File: src/rtl/mrf_pkg.sv
package mrf_pkg;

    localparam int ADDR_BYTE_W = 8;

    typedef struct packed {
        logic [ADDR_BYTE_W-1:0] hi;
        logic [ADDR_BYTE_W-1:0] lo;
    } scr_addr_t;

endpackage

File: src/rtl/mrf_addr_gen.sv
module mrf_addr_gen
    import mrf_pkg::*;
#(
    parameter int XW     = 10,
    parameter int YW     = 10,
    parameter int BYTE_W = 8
) (
    input  logic          clk,
    input  logic          rst_n,
    input  logic [XW-1:0] hpos,
    input  logic [YW-1:0] vpos,
    input  logic          vid_active,
    output scr_addr_t     addr_q
);

    localparam int SEL_W     = $clog2(BYTE_W);
    localparam int COL_SHIFT = SEL_W + 1;
    localparam int COL_W     = ADDR_BYTE_W - 2;
    localparam int ROW_SHIFT = 2;

    scr_addr_t addr_d;

    always_comb begin
        addr_d.hi = ADDR_BYTE_W'(vpos >> ROW_SHIFT);
        addr_d.lo = {vpos[1], 1'b0, COL_W'(hpos >> COL_SHIFT)};
    end

    always_ff @(posedge clk) begin
        if (!rst_n) begin
            addr_q <= '0;
        end else if (vid_active) begin
            addr_q <= addr_d;
        end
    end

    // blanking cycles leave the address untouched
    assert_hold_in_blank_R5: assert property (@(posedge clk) disable iff (!rst_n)
        !vid_active |=> $stable(addr_q));

    // row byte follows the line count divided by four
    assert_row_track_R2: assert property (@(posedge clk) disable iff (!rst_n)
        vid_active |=> addr_q.hi == ADDR_BYTE_W'($past(vpos) >> ROW_SHIFT));

    // odd screen lines share the line-half flag of the line before
    assert_half_flag_R3: assert property (@(posedge clk) disable iff (!rst_n)
        (vid_active && vpos[0]) |=> addr_q.lo[7] == $past(vpos[1]));

endmodule

File: src/rtl/mrf_pix_sel.sv
module mrf_pix_sel #(
    parameter int XW     = 10,
    parameter int BYTE_W = 8
) (
    input  logic              clk,
    input  logic              rst_n,
    input  logic [XW-1:0]     hpos,
    input  logic              vid_active,
    input  logic [BYTE_W-1:0] rd_data,
    output logic              pix_out
);

    localparam int SEL_W = $clog2(BYTE_W);

    logic [SEL_W-1:0] sel_s1, sel_s2;
    logic             act_s1, act_s2;

    always_ff @(posedge clk) begin
        if (!rst_n) begin
            sel_s1 <= '0;
            sel_s2 <= '0;
            act_s1 <= 1'b0;
            act_s2 <= 1'b0;
        end else begin
            sel_s1 <= hpos[SEL_W:1];
            act_s1 <= vid_active;
            sel_s2 <= sel_s1;
            act_s2 <= act_s1;
        end
    end

    always_comb begin
        pix_out = act_s2 & rd_data[sel_s2];
    end

endmodule

File: src/rtl/mrf_scan_fetch.sv
module mrf_scan_fetch
    import mrf_pkg::*;
#(
    parameter int XW       = 10,
    parameter int YW       = 10,
    parameter int BYTE_W   = 8,
    parameter int ROW_LAST = 119
) (
    input  logic              clk,
    input  logic              rst_n,
    input  logic [XW-1:0]     hpos,
    input  logic [YW-1:0]     vpos,
    input  logic              vid_active,
    input  logic [BYTE_W-1:0] rd_data,
    output logic [7:0]        rd_addr_hi,
    output logic [7:0]        rd_addr_lo,
    output logic              pix_out
);

    scr_addr_t addr_w;

    mrf_addr_gen #(.XW(XW), .YW(YW), .BYTE_W(BYTE_W)) addr_gen_i (
        .clk        (clk),
        .rst_n      (rst_n),
        .hpos       (hpos),
        .vpos       (vpos),
        .vid_active (vid_active),
        .addr_q     (addr_w)
    );

    mrf_pix_sel #(.XW(XW), .BYTE_W(BYTE_W)) pix_sel_i (
        .clk        (clk),
        .rst_n      (rst_n),
        .hpos       (hpos),
        .vid_active (vid_active),
        .rd_data    (rd_data),
        .pix_out    (pix_out)
    );

    assign rd_addr_hi = addr_w.hi;
    assign rd_addr_lo = addr_w.lo;

    // cycles since reset, saturating, so no property looks behind reset
    logic [1:0] warm;
    always_ff @(posedge clk) begin
        if (!rst_n)          warm <= '0;
        else if (warm != 3)  warm <= warm + 2'd1;
    end

    // row byte never leaves the populated part of memory
    assert_row_limit_R6: assert property (@(posedge clk) disable iff (!rst_n)
        rd_addr_hi <= 8'(ROW_LAST));

    // bit 6 unused, byte column inside 0..39
    assert_col_range_R4: assert property (@(posedge clk) disable iff (!rst_n)
        !rd_addr_lo[6] && rd_addr_lo[5:0] < 6'd40);

    // blank position gives a dark pixel two clocks later
    assert_dark_in_blank_R9: assert property (@(posedge clk) disable iff (!rst_n)
        (warm >= 2 && !$past(vid_active, 2)) |-> !pix_out);

    // the odd column of a pair repeats the even one
    assert_col_pair_R8: assert property (@(posedge clk) disable iff (!rst_n)
        (warm == 3 && $past(vid_active, 2) && $past(vid_active, 3) &&
         $past(hpos[0], 2) && $past(hpos, 2) == $past(hpos, 3) + 1'b1)
        |-> pix_out == $past(pix_out));

endmodule

File: config.mk
export PLATFORM = sky130hd
export DESIGN_NAME = mrf_scan_fetch
export DESIGN_NICKNAME = d
export VERILOG_FILES = /design/src/rtl/mrf_pkg.sv /design/src/rtl/mrf_addr_gen.sv /design/src/rtl/mrf_pix_sel.sv /design/src/rtl/mrf_scan_fetch.sv
export SDC_FILE = /design/constraint.sdc
export NUM_CORES = 1
export LEC_CHECK = 0
export ABC_AREA = 1
export BUFFER_PORTS_ARGS = -buffer_cell sky130_fd_sc_hd__buf_4
export CAP_MARGIN = 15
export CORE_UTILIZATION = 38
export CTS_BUF_LIST = sky130_fd_sc_hd__clkbuf_16
export DETAILED_ROUTE_END_ITERATION = 10
export GPL_ROUTABILITY_DRIVEN = 0
export PLACE_DENSITY = 0.8
export SYNTH_ARGS = -nofsm -noshare
export SYNTH_HDL_FRONTEND = slang
export SYNTH_SLANG_ARGS = --single-unit
File: constraint.sdc
create_clock -name clk -period 1 [get_ports clk]
set_clock_uncertainty 0.2 [all_clocks]
set_input_delay 0.2 -clock clk [delete_from_list [all_inputs] [get_ports clk]]
set_output_delay 0.2 -clock clk [all_outputs]
set_load 0.005 [all_outputs]
==> impl_metrics.ini, run 1 <==
[global_route]
grt_pass1_vias = 840
grt_pass1_wl_um = 3520
grt_max_degree = 24
grt_use_total = 0.194
busiest_layer = met2
grt_util_met2 = 0.365
grt.met3_usage = 0.0617
grt.met1_usage = 0.195
gr-total-overflow = 0
antenna_found_initial = 0

[hold_path]
hold_path.class = input port to register

[floorplan]
core_um2 = 2060
die_area_um2 = 2480
boundaryPins = 48
num_rows = 16
chipHeight_um = 49.8
start_util = 0.421
dieWidth_um = 49.8

[cells_and_area]
stdcell_count = 189
n_antenna_cell = 0
nets = 194
area_growth_syn_to_layout_pct = 57.6
layout-drive-gt1-share = 0.432

[timing]
max_freq_ghz = 0.656
drv_slew = 0
min_period_ns = 1.52
worst_hold_slack_ns = -0.0709
setup_viol_count_final = 16
worst_slack_ns = -0.525
min_period_over_period = 1.52
setup_tns_ns = -1.78
timing_hold_violations_final = 14
rsz0062_at_grt = yes

[yosys]
synth_cells = 118
synth.top_cells.by_area = dfxtp_1, nor2_1, nand2_1, inv_1, o21ai_0
ys_ff_latch = 23
netlist.area_leader.share = 0.530
synth-seq-area-share = 0.530
yosysTopAreaCell = dfxtp_1
avgSynthCellArea_um2 = 7.36
syn_area_um2 = 868
syn_nets = 149
ys.warnings.count = 0
synth.distinct_cells = 12

[worst_setup_path]
critPathKind = register to output port
worst_setup_path_start_kind = register
worst-path-max-fanout = 5
end_kind = output port
arrival_ns = 1.12
crit_required_ns = 0.60

[clocking]
htreeDepth = 1
clk_path_buf_depth = 2
clk_latency_ns = 0.25
cts_sinks = 23
postCtsHoldBufs = 2
cts_tree = built
root_buffer = clkbuf_16
numCtsBuffers = 3
clkTransAtPathRegs_ns = 0.06

[run]
maxCapViolations = 0

[run_status]
violations = negative hold slack, negative setup slack
status = complete, but fails checks

[routing]
ant_nets = 0
first_iter_violations = 17
drc = 0
wirelength_um = 2230
wl_per_cell_um = 11.8
vias = 868
vias_per_cell = 4.59
dr.pass1.iters = 3

[placement]
portBuffers = 44
dp_hpwl_um = 1390
dp_cells = 184

[power_and_ir_drop]
p_per_area_nw_per_um2 = 1600
ir_drop_uv = 1060
p_leak_uw = 0.000728
## cell type report
| class | count | area, um^2 |
|---|---|---|
| Clock buffer | 3 | 75.1 |
| Clock inverter | 1 | 5.00 |
| Fill cell | 156 | 693 |
| Inverter | 19 | 73.8 |
| Multi-Input combinational cell | 71 | 304 |
| Sequential cell | 23 | 483 |
| Tap cell | 27 | 33.8 |
| Timing Repair Buffer | 45 | 394 |
## cells in the final DEF (no fill, tap or decap), types with 3 or more instances in the layout
cell | netlist | routed
dfxtp_1 | 23 | 7
nand2_1 | 18 | 17
dfxtp_2 | 0 | 15
inv_1 | 17 | 17
buf_6 | 2 | 15
buf_4 | 2 | 30
clkbuf_16 | 0 | 3
o21ai_0 | 11 | 11
o21ai_1 | 4 | 4
nor2_1 | 32 | 32
nand3_1 | 5 | 3
## power breakdown
group	internal [uW]	total, uW	switching, uW
registers	981	1020	38.7
clock network	537	855	318
logic	186	309	123
## per-stage QoR
step / power, uW / area [um^2] / setup WS [ns] / hold WS, ns / utilization
floorplan: 1130 / 870 / -0.101 / 0.0976 / -
global route: 2270 / 1370 / -0.576 / -0.0559 / 0.664
global placement: 1280 / 1190 / -0.203 / 0.189 / 0.576
CTS: 2170 / 1370 / -0.541 / -0.0586 / 0.665
detailed placement: 1290 / 1190 / -0.289 / 0.190 / 0.576
finish: 2180 / 1370 / -0.525 / -0.0709 / 0.664
## synth_stat cells
cell type	instances
dfxtp_1	23
nor2_1	32
buf_4	2
conb_1	1
nand2_1	18
buf_6	2
inv_2	2
o21ai_1	4
o21ai_0	11
nand3_1	5
clkbuf_4	1
inv_1	17
## cells by family (layout without fill, tap and decap cells)
group,Yosys count,after routing,synth area share
compound gates,15,15,0.0865
simple gates,55,55,0.245
other cells,1,1,0.00432
flops,23,23,0.530
buf+inv,24,68,0.134
## registers in the layout, summed over array words and instances (netlist names)
register / count
addr_gen_i.addr_q: 15
pix_sel_i.act_s1: 1
pix_sel_i.act_s2: 1
pix_sel_i.sel_s1: 3
pix_sel_i.sel_s2: 3
## worst max-delay path: stages, from the launching register on
cell and delay, ns:
dfxtp_4 0.37, inv_4 0.04, nand2_2 0.06, nand3_2 0.07, nand3_2 0.07, nand2_1 0.04, nor2_1 0.09, buf_4 0.12
## per-layer routing
| layer | routed length (um) | up-vias | part of all wire |
|---|---|---|---|
| li1 | - | 441 | - |
| met5 | 0 | - | 0 |
| met2 | 1220 | 32 | 0.55 |
| met1 | 823 | 393 | 0.37 |
| met3 | 175 | 2 | 0.079 |
| met4 | 8 | 0 | 0.0036 |
## final timing paths
check                            start                   end  slack [ns]  depth (start not counted)
hold reg to reg    pix_sel_i.sel_s1[0]   pix_sel_i.sel_s2[0]        0.21                          2
setup / recovery   pix_sel_i.sel_s2[0]               pix_out       -0.52                          7
hold / removal                 hpos[1]   pix_sel_i.sel_s1[0]       -0.07                          3
setup reg to reg  addr_gen_i.addr_q[5]  addr_gen_i.addr_q[5]        0.09                          3
## repair_timing
item / CTS / global route
buffers inserted: 0 / 1
hold endpoints to repair: 17 / 10
pin swaps: 3 / 3
resized for setup: 32 / 3
setup endpoints to repair: 16 / 18
gates cloned: 0 / 0
Power figures use the tool's default switching activity.
==> run 2, diff against run 1 <==
==> constraint.sdc (replaced) <==
create_clock -name clk -period 1.4 [get_ports clk]
set_clock_uncertainty 0.2 [all_clocks]
set_input_delay 0.28 -clock clk [delete_from_list [all_inputs] [get_ports clk]]
set_output_delay 0.28 -clock clk [all_outputs]
set_load 0.01 [all_outputs]
==> impl_metrics.ini, run 2 (synthesized netlist as in run 1, its figures left out) <==
[clocking]
post_cts_buffers = 0
htreeDepth = 1
clk_path_buf_depth = 2
cts_sinks = 23
postCtsHoldBufs = 0
clkTransAtPathRegs_ns = 0.06
cts_tree = built
root_buffer = clkbuf_16
numCtsBuffers = 3
clk_latency_ns = 0.25

[routing]
vias_per_cell = 4.48
ant_nets = 0
dr.pass1.iters = 4
drc = 0
wl_per_cell_um = 10.8
vias = 842
first_iter_violations = 12
wirelength_um = 2020

[global_route]
antenna_found_initial = 0
grt_pass1_wl_um = 3130
gr-total-overflow = 0
grt_max_degree = 24
grt_pass1_vias = 784
grt_use_total = 0.167

[worst_setup_path]
arrival_ns = 1.14
critPathKind = register to output port
end_kind = output port
worst_setup_path_start_kind = register
r2r_start = addr_gen_i.addr_q[1]
max_stage_delay_ns = 0.37
crit_required_ns = 0.92
path_delay_family = flip-flops
critPathBufInv = 2
worstSetupStartpoint = pix_sel_i.sel_s2[0]
worst-path-max-fanout = 5
crit_chain = inv_4, nand2_2, nand3_2, nand3_2, nand2_1, nor2_1, buf_4
slowest_stage = dfxtp_4
crit_path_frequent_cell = nand3_2

[cells_and_area]
layout-drive-gt1-share = 0.360
fill_cells = 174
final_common_cell = buf_4
stdcell_count = 188
final_cell_mix = buf_4, nor2_1, dfxtp_1, inv_1, nand2_1
nets = 193
top_register = addr_gen_i.addr_q
area_growth_syn_to_layout_pct = 49.9
largest_reg_flops = 15
n_antenna_cell = 0
reg_top3 = addr_gen_i.addr_q (15), pix_sel_i.sel_s1 (3), pix_sel_i.sel_s2 (3)
fin_area_um2 = 1300

[timing]
rsz0062_at_grt = yes
max_freq_ghz = 0.616
drv_slew = 0
worst_slack_ns = -0.223
min_period_over_period = 1.16
min_period_ns = 1.62
setup_viol_count_final = 1
timing_hold_violations_final = 0

[floorplan]
num_rows = 16
boundaryPins = 48
core_um2 = 2060
chipHeight_um = 49.8
start_util = 0.421
dieWidth_um = 49.8
die_area_um2 = 2480

[power_and_ir_drop]
p_per_area_nw_per_um2 = 1180
ir_drop_uv = 909
p_leak_uw = 0.000711

[run_status]
violations = negative setup slack
status = complete, but fails checks

[run]
maxCapViolations = 0

[placement]
portBuffers = 44
placement.cell_area_um2 = 1190
dp_cells = 184
dp_hpwl_um = 1320

[hold_path]
worstHoldStart = hpos[3]
hold_path.class = input port to register
-- run 2: cell types whose count changed in the layout (fill, tap and decap cells not counted) --
cell,delta
buf_4,+14
buf_6,-15
dfxtp_1,+15
dfxtp_2,-15
nand2_1,-2
nand2_2,+2
nand3_1,-2
nand3_2,+2
-- run 2: worst register-to-register path: cells and delay by family, from the launching register on --
| family | cells | cell delay, ns |
|---|---|---|
| AO/OA/AOI/OAI | 1 | 0.17 |
| flip-flops | 1 | 0.31 |
| AND/OR/NAND/NOR | 1 | 0.07 |
-- run 2: worst paths after layout --
path | depth (start not counted) | endpoint | slack [ns]
worst min-delay path | 3 | pix_sel_i.sel_s1[2] | 0.009
worst min register to register | 2 | pix_sel_i.sel_s2[0] | 0.21
worst max register to register | 2 | addr_gen_i.addr_q[1] | 0.54
worst max-delay path | 7 | pix_out | -0.22
-- run 2: cell type report --
cell class | count | area, um^2 | share of cell area
clock inverter | 1 | 5.00 | 0.00385
multi-input combinational | 71 | 319 | 0.245
sequential | 23 | 464 | 0.357
tap | 27 | 33.8 | 0.0260
clock buffer | 3 | 75.1 | 0.0577
inverter | 19 | 73.8 | 0.0567
timing repair buffer | 44 | 330 | 0.254
-- run 2: repair_timing --
action                     CTS  global route
gates resized for setup      1             9
setup endpoints to repair    1             1
pin swaps                    0             4
cloned                       0             0
-- run 2: metrics by stage --
step | setup TNS (ns) | setup WS [ns] | total power [uW] | hold slack [ns] | util
after CTS | -0.234 | -0.234 | 1540 | 0.00741 | 0.615
after global routing | -0.257 | -0.257 | 1600 | 0.0113 | 0.631
after floorplan | 0 | 0.114 | 821 | 0.178 | -
after global placement | 0 | 0.0398 | 926 | 0.194 | 0.576
after detailed placement | -0.0101 | -0.0101 | 934 | 0.200 | 0.576
final | -0.223 | -0.223 | 1540 | 0.00872 | 0.631
-- run 2: power by group --
part / internal, uW / switching, uW
Sequential: 695 / 20.9
Clock: 384 / 224
Combinational: 116 / 99.0
-- run 2: layer usage --
layer | vias up | share of wire | global-route usage
met5 | - | 0 | 0
li1 | 435 | - | -
met4 | 0 | 0.017 | 0.0714
met1 | 365 | 0.37 | 0.163
met2 | 37 | 0.53 | 0.318
met3 | 5 | 0.077 | 0.0494
